[config.mk]
export PLATFORM = sky130hd
export DESIGN_NAME = planar_line_addr_gen
export DESIGN_NICKNAME = d
export VERILOG_FILES = /design/src/rtl/pvag_pkg.sv /design/src/rtl/pvag_line_bank.sv /design/src/rtl/pvag_word_split.sv /design/src/rtl/pvag_lane_map.sv /design/src/rtl/planar_line_addr_gen.sv
export SDC_FILE = /design/constraint.sdc
export NUM_CORES = 1
export LEC_CHECK = 0
export BUFFER_PORTS_ARGS = -buffer_cell sky130_fd_sc_hd__buf_2
export CAP_MARGIN = 10
export CELL_PAD_IN_SITES_DETAIL_PLACEMENT = 0
export CELL_PAD_IN_SITES_GLOBAL_PLACEMENT = 1
export CORE_UTILIZATION = 39
export CTS_CLUSTER_DIAMETER = 30
export DETAILED_ROUTE_END_ITERATION = 10
export GPL_ROUTABILITY_DRIVEN = 0
export PLACE_DENSITY = 0.86
export REMOVE_ABC_BUFFERS = 1
export SLEW_MARGIN = 15
export SYNTH_ARGS = -nofsm -noshare
export SYNTH_HDL_FRONTEND = slang
export SYNTH_SLANG_ARGS = --single-unit
[constraint.sdc]
create_clock -name clk -period 4.55 [get_ports clk]
set_input_delay 0.2275 -clock clk [delete_from_list [all_inputs] [get_ports clk]]
set_output_delay 0.2275 -clock clk [all_outputs]
set_load 0.03 [all_outputs]
[src/rtl/pvag_pkg.sv]
package pvag_pkg;

   localparam int NUM_PLANES = 3;

   typedef enum logic [1:0] {
      PL_Y = 2'd0,
      PL_U = 2'd1,
      PL_V = 2'd2
   } plane_e;

endpackage

[src/rtl/pvag_line_bank.sv]
// Holds the current line-start byte address of every plane and the
// address the next line of each plane would begin at.
module pvag_line_bank #(
   parameter int ADDR_W   = 32,
   parameter int STRIDE_W = 16,
   parameter int NP       = 3
) (
   input  logic                         clk,
   input  logic                         rst_n,
   input  logic                         load,
   input  logic                         advance,
   input  logic [NP-1:0][ADDR_W-1:0]    base,
   input  logic [NP-1:0][STRIDE_W-1:0]  stride,
   output logic [NP-1:0][ADDR_W-1:0]    cur,
   output logic [NP-1:0][ADDR_W-1:0]    nxt
);

   localparam int PAD_W = ADDR_W - STRIDE_W;

   if (STRIDE_W < 1 || STRIDE_W >= ADDR_W) begin : g_bad_stride
      $error("pvag_line_bank: STRIDE_W must be in 1..ADDR_W-1");
   end

   for (genvar g = 0; g < NP; g++) begin : g_plane
      assign nxt[g] = cur[g] + {{PAD_W{1'b0}}, stride[g]};

      always_ff @(posedge clk or negedge rst_n) begin
         if (!rst_n) begin
            cur[g] <= '0;
         end else if (load) begin
            cur[g] <= base[g];
         end else if (advance) begin
            cur[g] <= nxt[g];
         end
      end
   end

endmodule

[src/rtl/pvag_word_split.sv]
// Works out which word the byte pointer lands in and how many of the
// remaining segment samples that word holds.
module pvag_word_split #(
   parameter int ADDR_W     = 32,
   parameter int CNT_W      = 12,
   parameter int WORD_BYTES = 4
) (
   input  logic [ADDR_W-1:0]               ptr,
   input  logic [CNT_W-1:0]                rem,
   output logic [ADDR_W-1:0]               word_addr,
   output logic [$clog2(WORD_BYTES)-1:0]   offset,
   output logic [$clog2(WORD_BYTES):0]     nsamp,
   output logic                            last
);

   localparam int LB = $clog2(WORD_BYTES);
   localparam int XW = (CNT_W > LB + 1) ? CNT_W : LB + 1;

   logic [LB:0]   room;
   logic [XW-1:0] rem_x;
   logic [XW-1:0] room_x;

   assign offset    = ptr[LB-1:0];
   assign room      = (LB+1)'(WORD_BYTES) - {1'b0, offset};
   assign rem_x     = XW'(rem);
   assign room_x    = XW'(room);
   assign last      = (rem_x <= room_x);
   assign nsamp     = last ? rem_x[LB:0] : room;
   assign word_addr = {ptr[ADDR_W-1:LB], {LB{1'b0}}};

endmodule

[src/rtl/pvag_lane_map.sv]
// Maps a byte offset within a word onto a physical byte lane.
module pvag_lane_map #(
   parameter int WORD_BYTES = 4
) (
   input  logic                            little,
   input  logic [$clog2(WORD_BYTES)-1:0]   offset,
   output logic [$clog2(WORD_BYTES)-1:0]   lane
);

   // For a power-of-two word, WORD_BYTES-1-k equals the bitwise complement.
   assign lane = little ? offset : ~offset;

endmodule

[src/rtl/planar_line_addr_gen.sv]
module planar_line_addr_gen
   import pvag_pkg::*;
#(
   parameter int ADDR_W     = 32,
   parameter int STRIDE_W   = 16,
   parameter int WIDTH_W    = 12,
   parameter int HEIGHT_W   = 11,
   parameter int WORD_BYTES = 4
) (
   input  logic                            clk,
   input  logic                            rst_n,
   input  logic                            start,
   input  logic                            cfg_little_end,
   input  logic                            cfg_chroma_half,
   input  logic [WIDTH_W-1:0]              cfg_width,
   input  logic [HEIGHT_W-1:0]             cfg_height,
   input  logic [ADDR_W-1:0]               cfg_y_base,
   input  logic [ADDR_W-1:0]               cfg_u_base,
   input  logic [ADDR_W-1:0]               cfg_v_base,
   input  logic [STRIDE_W-1:0]             cfg_y_stride,
   input  logic [STRIDE_W-1:0]             cfg_u_stride,
   input  logic [STRIDE_W-1:0]             cfg_v_stride,
   output logic                            req_valid,
   input  logic                            req_ready,
   output logic [ADDR_W-1:0]               req_addr,
   output logic [1:0]                      req_plane,
   output logic [$clog2(WORD_BYTES)-1:0]   req_lane,
   output logic [$clog2(WORD_BYTES):0]     req_count,
   output logic                            done
);

   localparam int LB = $clog2(WORD_BYTES);
   localparam int NP = NUM_PLANES;

   if (WORD_BYTES < 2 || (WORD_BYTES & (WORD_BYTES - 1)) != 0) begin : g_bad_word
      $error("planar_line_addr_gen: WORD_BYTES must be a power of two >= 2");
   end
   if (WIDTH_W <= LB) begin : g_bad_width
      $error("planar_line_addr_gen: WIDTH_W must exceed log2(WORD_BYTES)");
   end
   if (HEIGHT_W < 1) begin : g_bad_height
      $error("planar_line_addr_gen: HEIGHT_W must be at least 1");
   end

   // walk state
   logic                  busy_q;
   plane_e                plane_q;
   logic [ADDR_W-1:0]     ptr_q;
   logic [WIDTH_W-1:0]    rem_q;
   logic [HEIGHT_W-1:0]   line_q;
   logic                  done_q;

   // helpers
   logic [NP-1:0][ADDR_W-1:0]   bases;
   logic [NP-1:0][STRIDE_W-1:0] strides;
   logic [NP-1:0][ADDR_W-1:0]   line_cur;
   logic [NP-1:0][ADDR_W-1:0]   line_nxt;
   logic [WIDTH_W-1:0]          chroma_len;
   logic [ADDR_W-1:0]           word_addr;
   logic [LB-1:0]               offset;
   logic [LB:0]                 nsamp;
   logic                        seg_last;
   logic                        fire;
   logic                        last_line;
   logic                        zero_dims;
   logic                        line_step;

   assign bases   = {cfg_v_base, cfg_u_base, cfg_y_base};
   assign strides = {cfg_v_stride, cfg_u_stride, cfg_y_stride};

   assign chroma_len = cfg_chroma_half
                     ? ((cfg_width >> 1) + WIDTH_W'(cfg_width[0]))
                     : cfg_width;

   assign fire      = busy_q && req_ready;
   assign last_line = (line_q == HEIGHT_W'(cfg_height - 1'b1));
   assign zero_dims = (cfg_width == '0) || (cfg_height == '0);
   assign line_step = fire && seg_last && (plane_q == PL_V) && !start;

   pvag_line_bank #(
      .ADDR_W   (ADDR_W),
      .STRIDE_W (STRIDE_W),
      .NP       (NP)
   ) u_bank (
      .clk     (clk),
      .rst_n   (rst_n),
      .load    (start),
      .advance (line_step),
      .base    (bases),
      .stride  (strides),
      .cur     (line_cur),
      .nxt     (line_nxt)
   );

   pvag_word_split #(
      .ADDR_W     (ADDR_W),
      .CNT_W      (WIDTH_W),
      .WORD_BYTES (WORD_BYTES)
   ) u_split (
      .ptr       (ptr_q),
      .rem       (rem_q),
      .word_addr (word_addr),
      .offset    (offset),
      .nsamp     (nsamp),
      .last      (seg_last)
   );

   pvag_lane_map #(
      .WORD_BYTES (WORD_BYTES)
   ) u_lane (
      .little (cfg_little_end),
      .offset (offset),
      .lane   (req_lane)
   );

   always_ff @(posedge clk or negedge rst_n) begin
      if (!rst_n) begin
         busy_q  <= 1'b0;
         plane_q <= PL_Y;
         ptr_q   <= '0;
         rem_q   <= '0;
         line_q  <= '0;
         done_q  <= 1'b0;
      end else begin
         done_q <= 1'b0;
         if (start) begin
            plane_q <= PL_Y;
            ptr_q   <= cfg_y_base;
            rem_q   <= cfg_width;
            line_q  <= '0;
            busy_q  <= !zero_dims;
            done_q  <= zero_dims;
         end else if (fire) begin
            if (!seg_last) begin
               ptr_q <= ptr_q + ADDR_W'(nsamp);
               rem_q <= rem_q - WIDTH_W'(nsamp);
            end else begin
               unique case (plane_q)
                  PL_Y: begin
                     plane_q <= PL_U;
                     ptr_q   <= line_cur[PL_U];
                     rem_q   <= chroma_len;
                  end
                  PL_U: begin
                     plane_q <= PL_V;
                     ptr_q   <= line_cur[PL_V];
                     rem_q   <= chroma_len;
                  end
                  default: begin
                     if (last_line) begin
                        busy_q <= 1'b0;
                        done_q <= 1'b1;
                     end else begin
                        line_q  <= line_q + 1'b1;
                        plane_q <= PL_Y;
                        ptr_q   <= line_nxt[PL_Y];
                        rem_q   <= cfg_width;
                     end
                  end
               endcase
            end
         end
      end
   end

   assign req_valid = busy_q;
   assign req_addr  = word_addr;
   assign req_plane = plane_q;
   assign req_count = nsamp;
   assign done      = done_q;

endmodule

## Word-level counts from Yosys, hierarchy flattened

Index checks and enable logic that the tools add are counted.

- Input port bits: 173
- Bits in registers: 155
- Output and inout bits: 41
- Logic and storage cells: 87

- Reduce and logical (&&, ||, !) cells: 20
- Equality and inequality tests: 8
- Multiplexer cells: 39
- $lt $le $gt $ge: 1
- Bitwise logic cells: 1
- Add/subtract/negate cells: 9

Operators with widths:

| kind | count |
|---|---|
| $mux W32 | 10 |
| $add A32 B16 Y32 | 3 |
| $mux W12 | 6 |
| $pmux W32 S2 | 1 |
| $mux W11 | 5 |
| $add A32 B3 Y32 | 1 |
| $add A11 B1 Y12 | 1 |
| $le A12 B3 Y1 | 1 |
| $logic_not A12 Y1 | 1 |
| $sub A12 B3 Y12 | 1 |
| $add A11 B1 Y11 const B | 1 |
| $eq A11 B11 Y1 | 1 |
| $logic_not A11 Y1 | 1 |
| $sub A11 B1 Y11 const B | 1 |
| $mux W1 | 10 |
| $mux W2 | 5 |
| $reduce_and A4 Y1 | 2 |
| $reduce_bool A2 Y1 | 4 |
| $ne A5 B3 Y1 const B | 1 |
| $logic_and A1 B1 Y1 | 4 |
| $ne A4 B2 Y1 const B | 1 |
| $ne A4 B4 Y1 const B | 1 |
| $pmux W2 S2 | 1 |
| $reduce_and A2 Y1 | 2 |
| other kinds (12) | 13 |

## Logic depth before layout (Yosys ltp)

- Depth after elaboration: 7
- Depth in mapped cells: 23

## Modules after synthesis

From an unflattened synthesis, not the netlist that was laid out.

- Cells, all modules: 1768
- Area, all modules: 14263.7 um2

By module, submodules not included:

| module | sequential area each (um2) | times used | area each (um2) | cells an instance |
|---|---|---|---|---|
| pvag_line_bank | 2402.3 | 1 | 8333.0 | 977 |
| planar_line_addr_gen | 1476.4 | 1 | 5479.0 | 733 |
| pvag_word_split | 0.0 | 1 | 434.2 | 56 |
| pvag_lane_map | 0.0 | 1 | 17.5 | 2 |

## Worst setup path before layout

OpenSTA, ideal clock, no wires.

- Path type: reg2reg
- Start: register ptr_q[1]
- End: register ptr_q[6]
- Cell stages (with the launch flop): 22
- Path buffers: 6
- Arrival time: 5.226 ns
- Required time: 4.427 ns
- Clock period less this slack: 5.349 ns
- Slack: -0.799 ns
- Library setup time: 0.123 ns
- Cell sequence: dfrtp_1 > buf_2 > inv_1 > ha_1 > clkbuf_1 > inv_1 > ha_1 > nand2b_1 > nand4_1 > a21oi_1 > clkbuf_1 > clkbuf_1 > buf_2 > buf_2 > o21ai_0 > ha_1 > ha_1 > a211o_1 > o21ai_1 > o21ai_0 > a211o_1 > o221a_2

- Cells in the longest elaborated chain, start to end: 7
- Elaborated cells on any way between the ends: 9
- Those cells by class: add/sub (2); order compare (1); eq/ne (1); mux (4); reduce/logical (1)

RTL lines:

| what | line | RTL |
|---|---|---|
| start, declared | planar_line_addr_gen.sv:48 | `logic [ADDR_W-1:0] ptr_q;` |
| start signal, assigned | planar_line_addr_gen.sv:128 | `ptr_q <= cfg_y_base;` |
| start signal, assigned | planar_line_addr_gen.sv:135 | `ptr_q <= ptr_q + ADDR_W'(nsamp);` |
| start signal, assigned | planar_line_addr_gen.sv:141 | `ptr_q <= line_cur[PL_U];` |
| $sub A3 B2 Y3 | pvag_word_split.sv:24 | `assign room = (LB+1)'(WORD_BYTES) - {1'b0, offset};` |
| $le A12 B3 Y1 | pvag_word_split.sv:27 | `assign last = (rem_x <= room_x);` |
| $mux W3 | pvag_word_split.sv:28 | `assign nsamp = last ? rem_x[LB:0] : room;` |
| named net req_count[0] | planar_line_addr_gen.sv:28 | `output logic [$clog2(WORD_BYTES):0] req_count,` |
| $add A32 B3 Y32 | planar_line_addr_gen.sv:135 |  |
| $mux W32 | planar_line_addr_gen.sv:134 | `if (!seg_last) begin` |
| $mux W32 | planar_line_addr_gen.sv:133 | `end else if (fire) begin` |
| $mux W32 | planar_line_addr_gen.sv:126 | `if (start) begin` |

The timed path passes the listed nets, and every way through them passes these cells. The select of a mux whose other input is x is not followed.
A chain may end at the register's enable or synchronous reset.

## Final worst setup path

- Start: register ptr_q[1]
- End: register ptr_q[16]

- Cells in the longest elaborated chain, start to end: 7
- Elaborated cells on any way between the ends: 9
- Those cells by class: add/sub (2); order compare (1); eq/ne (1); mux (4); reduce/logical (1)

RTL lines:

| what | line |
|---|---|
| $sub A3 B2 Y3 | pvag_word_split.sv:24 |
| $le A12 B3 Y1 | pvag_word_split.sv:27 |
| $mux W3 | pvag_word_split.sv:28 |
| $add A32 B3 Y32 | planar_line_addr_gen.sv:135 |
| $mux W32 | planar_line_addr_gen.sv:134 |
| $mux W32 | planar_line_addr_gen.sv:133 |
| $mux W32 | planar_line_addr_gen.sv:126 |

Several ways; a longest one is shown, not always the timed one. The select of a mux whose other input is x is not followed.

==> key figures <==
CTS
  • CTS tree: yes
  • Clk sinks: 155
  • Clk_lat worst skew: 450 ps
  • Maximum clock insertion buffer count: 2
  • # hold bufs at CTS: 29
  • H-tree levels: 4
  • CTS root buffer: clkbuf_16
  • Resized cells post-CTS: 0
  • CTS Buf Count: 17
  • CTS clk-pin slew, worst paths: 70 ps
  • Post-CTS Setup Inserts: 0

Route
  • Vias per cell: 6.03
  • Pre-antenna DRT Iters: 6
  • Initial drt markers: 1341
  • Antenna Nets Post-Route: 0
  • WL per Instance: 20.0 um
  • WL met2: 21800 um
  • M1 WL: 20200 um
  • Metal3 WL: 3940 um
  • Top Metal Used: met5
  • Post-route DRC: 0
  • Wire length after detailed routing: 47700 um
  • DR vias: 14400

Pwr
  • Power consumption: 4.95 mW
  • Switching Share: 37.6%
  • Internal: 3.09 mW
  • Share of total power in the clock network: 31.8%
  • Leakage: 6.71 nW
  • Power Dens Cells: 308 nW/um^2
  • Combinational group share of total power: 33.4%
  • Peak supply drop: 286 uV
  • Sequential Power Share: 34.8%
  • Net Switching: 1.86 mW

STA
  • Period utilization: 94.8%
  • Worst setup margin: 237 ps
  • Clock skew: 15.1 ps
  • Final Critical Period: 4310 ps
  • Hold Vio Cnt, Final: 0
  • Fmax: 0.232 GHz
  • RSZ-0062 raised after global routing: no
  • Count of final setup violators: 0
  • Slew Limit Fails: 0
  • Slew @ Worst Pin: 1010 ps
  • Slew HR: 32.2%

Floorplan
  • Core Region: 34500 um^2
  • Die Span X: 189 um
  • Row count: 68
  • Die footprint: 35700 um^2
  • IO Count: 214
  • Die height: 189 um
  • Initial Util: 39.5%

Cells and area
  • Fin nets: 2156
  • Fin util: 46.6%
  • Layout cells sized above 1: 17.3%
  • Area grow syn2layout: 18.0%

Worst setup path
  • Critical Path RT: 4880 ps
  • Crit Path Class: reg -> reg
  • Crit-path max FO: 8
  • CP arrival: 4640 ps
  • Nature of the critical path startpoint: register
  • Endpoint kind of the worst setup timing path: register
  • Reg2Reg Setup Slack: 240 ps

Place
  • Final HPWL DP: 35300 um
  • Pre-CTS setup slack: 466 ps
  • Port Buf Inserts: 211

Yosys
  • EDFF count, synth: 0
  • Post-synth ARST share: 100%
  • Syn Area/Cell: 7.91 um^2
  • Predominant post-synthesis flop cell: dfrtp_1
  • Synthesized flop and latch total: 155
  • Post-synthesis sequential area ratio: 28.5%
  • Post-Synthesis Cells: 1722
  • Distinct cells, synth: 79
  • Synth Cell Area: 13600 um^2
  • Yosys warns: 0

Global routing
  • First-pass GRT wire length: 74800 um
  • Largest net degree at the start of global routing: 91
  • Vias in the first global route: 13600
  • Total global-route track usage: 26.7%
  • Initial antenna violation count: 2
  • Congestion Overflow GR: 0

Run
  • Number of max-cap violations: 0

Status
  • Status: finished, final reports clean

Worst hold path
  • Hold Path Class: in -> reg
## path summary, 6_finish.rpt
check / from / to / depth (start not counted)
setup reg to reg: ptr_q[1] / ptr_q[16] / 15
hold / removal: cfg_y_base[5] / ptr_q[5] / 3
setup / recovery: ptr_q[1] / ptr_q[16] / 15
max in group asynchronous: rst_n / u_bank.cur[8] / 3
hold reg to reg: rem_q[10] / rem_q[10] / 1
min in group asynchronous: rst_n / u_bank.cur[67] / 2
## stage by stage
step	instances	hold slack, ps	area [um^2]	TNS, ps
detailed placement	2326	397	15200	0
floorplan	1619	-68.1	13200	-144280
CTS	2386	2.19	16100	0
finish	2387	11.6	16100	0
global placement	2326	393	15200	0
global route	2386	11.8	16100	0
## sequential cells by signal, summed over array words and instances (netlist names)
name and count:
req_plane 2, req_valid 1, line_q 11, u_bank.cur 96, rem_q 12, ptr_q 32, done 1
## critical path: stages, from the launching register on
cell,delay [ps]
dfrtp_1,460
inv_1,150
ha_1,180
inv_1,60
ha_1,310
nand2b_1,130
nand4_1,290
a211oi_1,450
or2_2,210
xnor2_1,70
ha_1,230
a211oi_1,800
a21oi_1,270
a31o_2,290
a211oi_1,230
nor2_1,70
## final cells by class
type	count	area, um^2
flip-flops and latches	155	3880
fillers	3430	18400
well taps	455	569
clock inverters	13	193
clock buffers	18	429
inverters	41	154
multi-input cells	1423	9170
repair buffers	281	1670
diodes	1	2.50
## power groups by stage
stage	clock network, mW	registers [mW]	logic [mW]
3_3_place_gp	0	1.73	1.57
5_1_grt	1.64	1.74	1.81
6_report	1.57	1.72	1.65
2_1_floorplan	0	1.75	1.00
3_5_place_dp	0	1.74	1.60
4_1_cts	1.59	1.71	1.63
## placed cells by master (no fill, tap or decap), types with 17 or more instances in the layout
| cell | Yosys | final |
|---|---|---|
| buf_2 | 10 | 209 |
| nand2_1 | 189 | 189 |
| dfrtp_1 | 155 | 153 |
| nor2_1 | 152 | 152 |
| o21ai_0 | 119 | 118 |
| a21oi_1 | 118 | 117 |
| nor3_1 | 67 | 67 |
| nand3_1 | 62 | 62 |
| ha_1 | 61 | 61 |
| xnor2_1 | 58 | 58 |
| mux2i_1 | 51 | 51 |
| xor2_1 | 44 | 44 |
| buf_4 | 2 | 41 |
| inv_1 | 41 | 40 |
| o211ai_1 | 38 | 38 |
| a211oi_1 | 34 | 34 |
| and3_1 | 29 | 29 |
| dlygate4sd3_1 | 0 | 29 |
| a31oi_1 | 28 | 28 |
| nor2b_1 | 27 | 27 |
| o21a_1 | 22 | 22 |
| nand4_1 | 20 | 20 |
| nor4_1 | 19 | 19 |
| mux2_2 | 19 | 19 |
| o31ai_1 | 19 | 19 |
| a21o_1 | 17 | 17 |
| and2_1 | 17 | 17 |
| clkbuf_16 | 0 | 17 |
## cell families (layout without fill, tap and decap cells)
family / count (synthesis) / count (layout) / synth area share, %
AOI/OAI and AO/OA: 537 / 537 / 26.3
xor gates and xnor gates: 102 / 102 / 6.56
adders and majority gates: 64 / 64 / 6.05
buffers and inverters: 145 / 353 / 4.33
DFF: 155 / 155 / 28.5
muxes: 70 / 70 / 5.32
other: 1 / 3 / 0.0275
and+or+nand+nor: 648 / 648 / 22.9
## cell usage after synthesis, types with 20 or more instances
cell,number,area (um^2)
inv_1,41,154
dfrtp_1,155,3880
and3_1,29,181
nor2b_1,27,169
o211ai_1,38,285
xor2_1,44,385
a211oi_1,34,255
a31oi_1,28,175
o21a_1,22,165
xnor2_1,58,508
nand4_1,20,125
a21oi_1,118,591
ha_1,61,763
nand3_1,62,310
mux2i_1,51,510
nor2_1,152,571
nand2_1,189,709
nor3_1,67,335
clkbuf_1,78,293
o21ai_0,119,596
## routing by layer
metal	up-vias	GRT usage, %
met1	6812	35.3
met5	-	0
li1	6796	-
met2	681	43.1
met3	97	4.34
met4	2	11.3
(Power assumes the default switching activity.)
